==> src/rtl/cc_alu_pkg.sv <==
package cc_alu_pkg;

  typedef enum logic [1:0] {
    FN_ADD = 2'd0,
    FN_SUB = 2'd1,
    FN_AND = 2'd2,
    FN_XOR = 2'd3
  } alu_fn_e;

  typedef struct packed {
    logic ovf;
    logic zero;
    logic carry;
  } alu_cc_t;

endpackage

==> src/rtl/cc_alu_addsub.sv <==
module cc_alu_addsub #(
  parameter int WIDTH = 32
) (
  input  logic [WIDTH-1:0] a_i,
  input  logic [WIDTH-1:0] b_i,
  input  logic             sub_i,
  output logic [WIDTH-1:0] sum_o,
  output logic             carry_o,
  output logic             ovf_o
);

  localparam int MSB = WIDTH - 1;

  logic [WIDTH-1:0] b_eff;
  logic [WIDTH:0]   wide_sum;

  // Subtraction is a + ~b + 1; the carry-in comes from sub_i
  assign b_eff    = sub_i ? ~b_i : b_i;
  assign wide_sum = {1'b0, a_i} + {1'b0, b_eff} + {{WIDTH{1'b0}}, sub_i};
  assign sum_o    = wide_sum[MSB:0];

  // On subtract, a borrow is the inverted carry out
  assign carry_o  = wide_sum[WIDTH] ^ sub_i;

  // Same-sign addends with a result of the other sign
  assign ovf_o    = (a_i[MSB] == b_eff[MSB]) && (sum_o[MSB] != a_i[MSB]);

endmodule

==> src/rtl/cc_alu_bitwise.sv <==
module cc_alu_bitwise #(
  parameter int WIDTH = 32
) (
  input  logic [WIDTH-1:0] a_i,
  input  logic [WIDTH-1:0] b_i,
  input  logic             sel_xor_i,
  output logic [WIDTH-1:0] res_o
);

  for (genvar i = 0; i < WIDTH; i++) begin : g_bit
    assign res_o[i] = sel_xor_i ? (a_i[i] ^ b_i[i]) : (a_i[i] & b_i[i]);
  end

endmodule

==> src/rtl/cc_alu_flags.sv <==
module cc_alu_flags
  import cc_alu_pkg::*;
#(
  parameter int WIDTH = 32
) (
  input  logic [WIDTH-1:0] result_i,
  input  logic             arith_i,
  input  logic             ar_carry_i,
  input  logic             ar_ovf_i,
  output alu_cc_t          cc_o
);

  always_comb begin
    cc_o.zero  = (result_i == '0);
    cc_o.carry = arith_i & ar_carry_i;
    cc_o.ovf   = arith_i & ar_ovf_i;
  end

endmodule

==> src/rtl/cc_alu.sv <==
module cc_alu
  import cc_alu_pkg::*;
#(
  parameter int WIDTH = 32
) (
  input  logic [WIDTH-1:0] opa_i,
  input  logic [WIDTH-1:0] opb_i,
  input  logic [1:0]       func_i,
  output logic [WIDTH-1:0] result_o,
  output logic             ovf_o,
  output logic             zero_o,
  output logic             carry_o
);

  alu_fn_e          fn;
  logic             is_arith;
  logic [WIDTH-1:0] ar_res;
  logic [WIDTH-1:0] lg_res;
  logic             ar_carry;
  logic             ar_ovf;
  alu_cc_t          cc;

  assign fn       = alu_fn_e'(func_i);
  assign is_arith = (fn == FN_ADD) || (fn == FN_SUB);

  cc_alu_addsub #(.WIDTH(WIDTH)) u_addsub (
    .a_i     (opa_i),
    .b_i     (opb_i),
    .sub_i   (fn == FN_SUB),
    .sum_o   (ar_res),
    .carry_o (ar_carry),
    .ovf_o   (ar_ovf)
  );

  cc_alu_bitwise #(.WIDTH(WIDTH)) u_bitwise (
    .a_i       (opa_i),
    .b_i       (opb_i),
    .sel_xor_i (fn == FN_XOR),
    .res_o     (lg_res)
  );

  assign result_o = is_arith ? ar_res : lg_res;

  cc_alu_flags #(.WIDTH(WIDTH)) u_flags (
    .result_i   (result_o),
    .arith_i    (is_arith),
    .ar_carry_i (ar_carry),
    .ar_ovf_i   (ar_ovf),
    .cc_o       (cc)
  );

  assign ovf_o   = cc.ovf;
  assign zero_o  = cc.zero;
  assign carry_o = cc.carry;

endmodule

==> config.mk <==
export PLATFORM = sky130hd
export DESIGN_NAME = cc_alu
export DESIGN_NICKNAME = d
export VERILOG_FILES = /design/src/rtl/cc_alu_pkg.sv /design/src/rtl/cc_alu_addsub.sv /design/src/rtl/cc_alu_bitwise.sv /design/src/rtl/cc_alu_flags.sv /design/src/rtl/cc_alu.sv
export SDC_FILE = /design/constraint.sdc
export NUM_CORES = 1
export LEC_CHECK = 0
export BUFFER_PORTS_ARGS = -buffer_cell sky130_fd_sc_hd__buf_2
export CORE_MARGIN = 2
export CORE_UTILIZATION = 55
export DETAILED_ROUTE_END_ITERATION = 10
export PLACE_DENSITY_LB_ADDON = 0.3
export REMOVE_ABC_BUFFERS = 1
export SLEW_MARGIN = 20
export SYNTH_ARGS = -nofsm -noshare
export SYNTH_HDL_FRONTEND = slang
export SYNTH_SLANG_ARGS = --single-unit
export TNS_END_PERCENT = 10
==> constraint.sdc <==
create_clock -name vclk -period 16.95
set_input_delay 0.8475 -clock vclk [all_inputs]
set_output_delay 0.8475 -clock vclk [all_outputs]
set_load 0.03 [all_outputs]
==> results of run 1 <==
## cells in the mapped netlist, drive strengths merged (2+ instances only)
library cell,count,area [um^2]
o21a,6,45.0
clkbuf,10,37.5
nand2b,9,56.3
nand4b,2,17.5
nor3b,3,22.5
nor4b,3,47.5
or3,2,12.5
o21ai,39,199
o41ai,2,17.5
nand4,10,62.6
inv,14,52.6
nor2,21,78.8
o21bai,4,30.0
xor2,9,78.8
o311ai,2,17.5
o22ai,2,12.5
a211o,3,26.3
xnor2,42,368
a211oi,8,65.1
nor3,9,50.1
nand3,7,35.0
and3,4,25.0
o31ai,3,22.5
a21o,10,75.1
buf,13,68.8
a31o,2,17.5
ha,66,826
a311oi,3,26.3
o211ai,7,52.6
mux2i,13,130
o211a,4,40.0
a21boi,3,22.5
a221oi,3,32.5
or4,2,15.0
and4b,2,20.0
nand2,32,120
mux2,11,124
nor2b,8,50.1
a31oi,5,31.3
nor4,3,18.8
a21oi,36,180
## metal layers
layer,up-vias,share of wire (%)
li1,1856,-
met1,1679,47
met2,130,46
met3,16,5.1
met4,0,2.0
met5,-,0
## path summary, 6_finish.rpt
| path | start | endpoint | slack (ns) | cells past startpoint |
|---|---|---|---|---|
| worst max-delay path | func_i[1] | zero_o | 9.68 | 18 |
| worst min-delay path | opa_i[31] | ovf_o | 2.17 | 4 |
## through the flow
stage / power [W] / hold WS (ns) / setup WS, ns / area, um^2
after floorplan: 0.000151 / 1.81 / 10.17 / 3250
after global placement: 0.000204 / 2.16 / 9.87 / 3870
after detailed placement: 0.000207 / 2.18 / 9.69 / 3870
after CTS: 0.000208 / 2.18 / 9.67 / 3870
after global routing: 0.000230 / 2.21 / 9.37 / 3870
final: 0.000210 / 2.17 / 9.68 / 3870
## area by class of cell
type                       instances  area share [%]
multi-input combinational        411            82.3
timing repair buffer             103            13.4
tap                               75            2.42
inverter                          15            1.81
## power by group through the flow
stage	sequential (W)	clock, W	combinational (W)
after global routing	0	0	0.000230
after detailed placement	0	0	0.000207
final	0	0	0.000210
after CTS	0	0	0.000208
after floorplan	0	0	0.000151
after global placement	0	0	0.000204
## logic make-up after synthesis
| family | synth area share (%) |
|---|---|
| buffers and inverters | 5.50 |
| adder cells (fa/ha/maj) | 25.1 |
| XOR/XNOR | 13.3 |
| AO/OA/AOI/OAI | 28.9 |
| multiplexers | 7.54 |
| AND/OR/NAND/NOR | 19.7 |
## placed cells by master, fill, tap and decap left out, types with 3 or more instances in the layout
cell type / n
inv_1: 14
nor4_1: 3
nand2_1: 31
a211o_1: 3
a21oi_1: 36
a311oi_1: 3
nor3b_1: 3
a211oi_1: 7
nor2_1: 21
xor2_1: 9
o21ai_0: 34
a21o_1: 10
o211ai_1: 7
nand4_1: 10
o21ai_1: 4
nand3_1: 7
o21a_1: 6
nor3_1: 8
o211a_1: 4
nand2b_1: 9
xnor2_1: 42
and3_1: 4
o21bai_1: 4
a31oi_1: 5
mux2i_1: 13
mux2_2: 11
o31ai_1: 3
ha_1: 66
nor2b_1: 8
buf_2: 101
==> results_dict.tcl, run 1 <==
set metrics [dict create \
    cts_resized 0 \
    p_int_w 0.0000793 \
    multi_input_area_mm2 0.00319 \
    met3_usage_pct 0.761 \
    crit_buf_inv 4 \
    fmax_mhz 137 \
    fin_crit_ns 7.27 \
    cts_hold_buf 0 \
    yosys_warnings 0 \
    grt_max_degree 62 \
    relSlewSlack_pct 31.9 \
    grt_overflow_total 0 \
    initial_core_util_pct 56.9 \
    vdd_drop_max_mv 0.0341 \
    syn_to_final_growth_pct 14.9 \
    placedCellCount 604 \
    crit_fanout 61 \
    fp-row-count 28 \
    met2_usage_pct 46.5 \
    hpwl_um 7340 \
    final_util_pct 65.4 \
    grt_use_met1_pct 35.6 \
    combPwrFrac_pct 100.0 \
    rsz0062_at_grt "false" \
    maxCapViolations 0 \
    regArea_um2 0 \
    crit_family "simple AND/OR/NAND/NOR gates" \
    routabilityCongestion 1.00 \
    routed_wl_um 9090 \
    grt_pass1_wl_um 14600 \
    cts_setup_buffers 0 \
    syn_area_mm2 0.00337 \
    clockPowerShare_pct 0 \
    pwr-share-seq_pct 0 \
    clkbuf_count 0 \
    worstSetupStartpointType "input port" \
    layout.nets 664 \
    slew_violations 0 \
    hold_viol 0 \
    cp.arrival_ns 6.43 \
    worst_pin_slew_ns 1.02 \
    postSynthAreaPerCell_um2 7.48 \
    power_density_mw_per_mm2 54.1 \
    wire_per_inst_um 15.1 \
    setup_viol 0 \
    fin_cells 604 \
    ant_nets 0 \
    vias 3681 \
    synthCells 450 \
    fp.coreArea_mm2 0.00592 \
    busiest_layer "met2" \
    fp.dieH_um 82.3 \
    drt_first_pass_iters 5 \
    total_leakage_power_nw 1.85 \
    min_path_type "input port to output pin" \
    fin_crit_sh_pct 42.9 \
    track_usage_pct 26.3 \
    drive_gt1_share_pct 23.6 \
    fillCellCount 540 \
    viasPerCell 6.09 \
    antenna_found_initial 0 \
    ys_types 65 \
    synth-seq-area-share_pct 0 \
    die_area_mm2 0.00677 \
    slowest_stage "nand2_2" \
    seq_cell_count 0 \
    status "completed" \
    worst-setup-path-type "input port to output pin" \
    cpPeakStageDelay_ns 0.75 \
    grt_pass1_vias 3333 \
    swShare_pct 62.1 \
    p_switching_w 0.000130 \
    drt-initial-drc-count 295 \
    drc 0 \
    required_ns 16.10 \
    diodes 0 \
    port_buffers 101 \
    tns_ns 0 \
    num_io_pins 101 \
    crit_chain "buf_2, buf_4, bufinv_8, nand2_2, xnor2_1, ha_1, a31o_2, a221oi_2, o21ai_1, nand2_1, o221ai_2, or4_1, or4_1, nor4b_2, nand4b_1, or4b_1, nor3_2, buf_2" \
    die_x_um 82.3 \
    crit_path_end_kind "output pin" \
]
Note: power is estimated with default switching activity, not from simulation.
==> run 2, diff against run 1 <==
- clock period: 16.95 -> 7 ns (I/O delays scaled with it)
==> run 2 against run 1 <==
  * Global-route usage increased by 0.88 points
  * Cell count increased by 0.17%
  * Setup slack got worse by 8.1 ns
  * Utilization increased by 0.13 points
  * Design area increased by 0.19%
  * Non-clock buffer count increased by 1
  * Critical path depth unchanged
  * Sequential cell count unchanged
  * Via count increased by 0.52%
  * Die area unchanged
  * Total power increased by 140%
  * Critical path type unchanged
==> results_dict.tcl, run 2 (synthesized netlist as in run 1, its figures left out) <==
set metrics [dict create \
    cts_setup_buffers 0 \
    fin_crit_sh_pct 77.7 \
    p_int_w 0.000193 \
    power_density_mw_per_mm2 131 \
    drt_first_pass_iters 5 \
    num_io_pins 101 \
    slowest_stage "or4b_1" \
    cts_hold_buf 0 \
    rsz0062_at_grt "false" \
    syn_to_final_growth_pct 15.1 \
    drt-initial-drc-count 239 \
    placed_area_mm2 0.00388 \
    antenna_found_initial 0 \
    track_usage_pct 27.2 \
    wire_per_inst_um 15.6 \
    routed_wl_um 9420 \
    initial_core_util_pct 56.9 \
    p_switching_w 0.000315 \
    tns_ns 0 \
    required_ns 6.65 \
    fp.coreArea_mm2 0.00592 \
    die_area_mm2 0.00677 \
    die_x_um 82.3 \
    fmax_mhz 184 \
    crit_chain "buf_2, bufinv_8, nand2_2, xnor2_1, inv_1, fa_1, nand2b_1, nand4b_1, nand4_1, nor4_1, o211ai_1, or4_1, or4_1, nor4b_2, nand4b_1, or4b_1, nor3_2, buf_2" \
    pwr-share-seq_pct 0 \
    hold_viol 0 \
    grt_overflow_total 0 \
    worstSetupStartpointType "input port" \
    fin_crit_ns 5.44 \
    seq_cell_count 0 \
    fillCellCount 577 \
    combPwrFrac_pct 100.0 \
    endpoint "zero_o" \
    cp.arrival_ns 5.09 \
    drc 0 \
    hpwl_um 7670 \
    vdd_drop_max_mv 0.0860 \
    maxCapViolations 0 \
    routabilityCongestion 0.958 \
    min_path_type "input port to output pin" \
    crit_start "func_i[1]" \
    worst-setup-path-type "input port to output pin" \
    relSlewSlack_pct 60.1 \
    layout.nets 665 \
    grt_max_degree 61 \
    total_leakage_power_nw 1.86 \
    cpPeakStageDelay_ns 0.52 \
    diodes 0 \
    clkbuf_count 0 \
    viasPerCell 6.12 \
    ant_nets 0 \
    grt_pass1_vias 3306 \
    fp-row-count 28 \
    status "completed" \
    clockPowerShare_pct 0 \
    port_buffers 101 \
    cts_resized 0 \
    setup_viol 0 \
    swShare_pct 62.0 \
    fp.dieH_um 82.3 \
    vias 3700 \
    slew_violations 0 \
    crit_fanout 19 \
    stdcell_area_mm2 0.00388 \
    drive_gt1_share_pct 23.8 \
    grt_pass1_wl_um 14900 \
    final_cell_mix "buf_2 (101), ha_1 (66), xnor2_1 (42)" \
    final_common_cell "buf_2" \
    crit_path_end_kind "output pin" \
    regArea_um2 0 \
    worst_pin_slew_ns 0.599 \
]
-- run 2: cell types whose count changed in the layout (fill, tap and decap cells not counted) --
cell	change
buf_4	+1
-- run 2: area by class of cell --
cell class	count	area [um^2]	share of cell area (%)
timing repair buffer	104	528	13.6
inverter	15	70.1	1.81
tap	75	93.8	2.42
multi-input combinational	411	3190	82.2
-- run 2: metal layers --
layer	track usage (%)	part of all wire [%]	vias up
li1	-	-	1871
met1	37.4	47	1707
met2	48.8	48	116
met3	0.761	4.4	6
met4	2.17	0.52	0
met5	0	0	-
-- run 2: power groups by stage --
| stage | Combinational (W) | Clock, W | Sequential [W] |
|---|---|---|---|
| finish | 0.000507 | 0 | 0 |
| detailed placement | 0.000504 | 0 | 0 |
| global placement | 0.000495 | 0 | 0 |
| floorplan | 0.000365 | 0 | 0 |
| global route | 0.000558 | 0 | 0 |
| CTS | 0.000506 | 0 | 0 |
-- run 2: worst max-delay path, delay by kind of cell --
| kind | cells | cell delay, ns |
|---|---|---|
| XOR/XNOR | 1 | 0.34 |
| AND/OR/NAND/NOR | 11 | 3.11 |
| adder cells (fa/ha/maj) | 1 | 0.43 |
| buffers and inverters | 4 | 0.67 |
| AO/OA/AOI/OAI | 1 | 0.15 |
-- run 2: worst min path at each step --
stage                          from       to  slack, ns  cells after the start
final                     opa_i[31]    ovf_o       1.19                      4
after detailed placement  opa_i[31]    ovf_o       1.18                      4
after global placement    opa_i[31]    ovf_o       1.16                      4
after CTS                 opa_i[31]    ovf_o       1.20                      4
after global routing      opa_i[31]    ovf_o       1.25                      4
after floorplan           func_i[1]  carry_o       0.81                      1
-- run 2: stage by stage --
step	power (W)	std cells	setup WS [ns]	utilization, %	hold slack (ns)
after global routing	0.000558	605	1.25	65.5	1.25
after floorplan	0.000365	426	1.22	-	0.812
after global placement	0.000495	605	1.77	65.5	1.16
after CTS	0.000506	605	1.54	65.5	1.20
after detailed placement	0.000504	605	1.56	65.5	1.18
final	0.000507	605	1.56	65.5	1.19
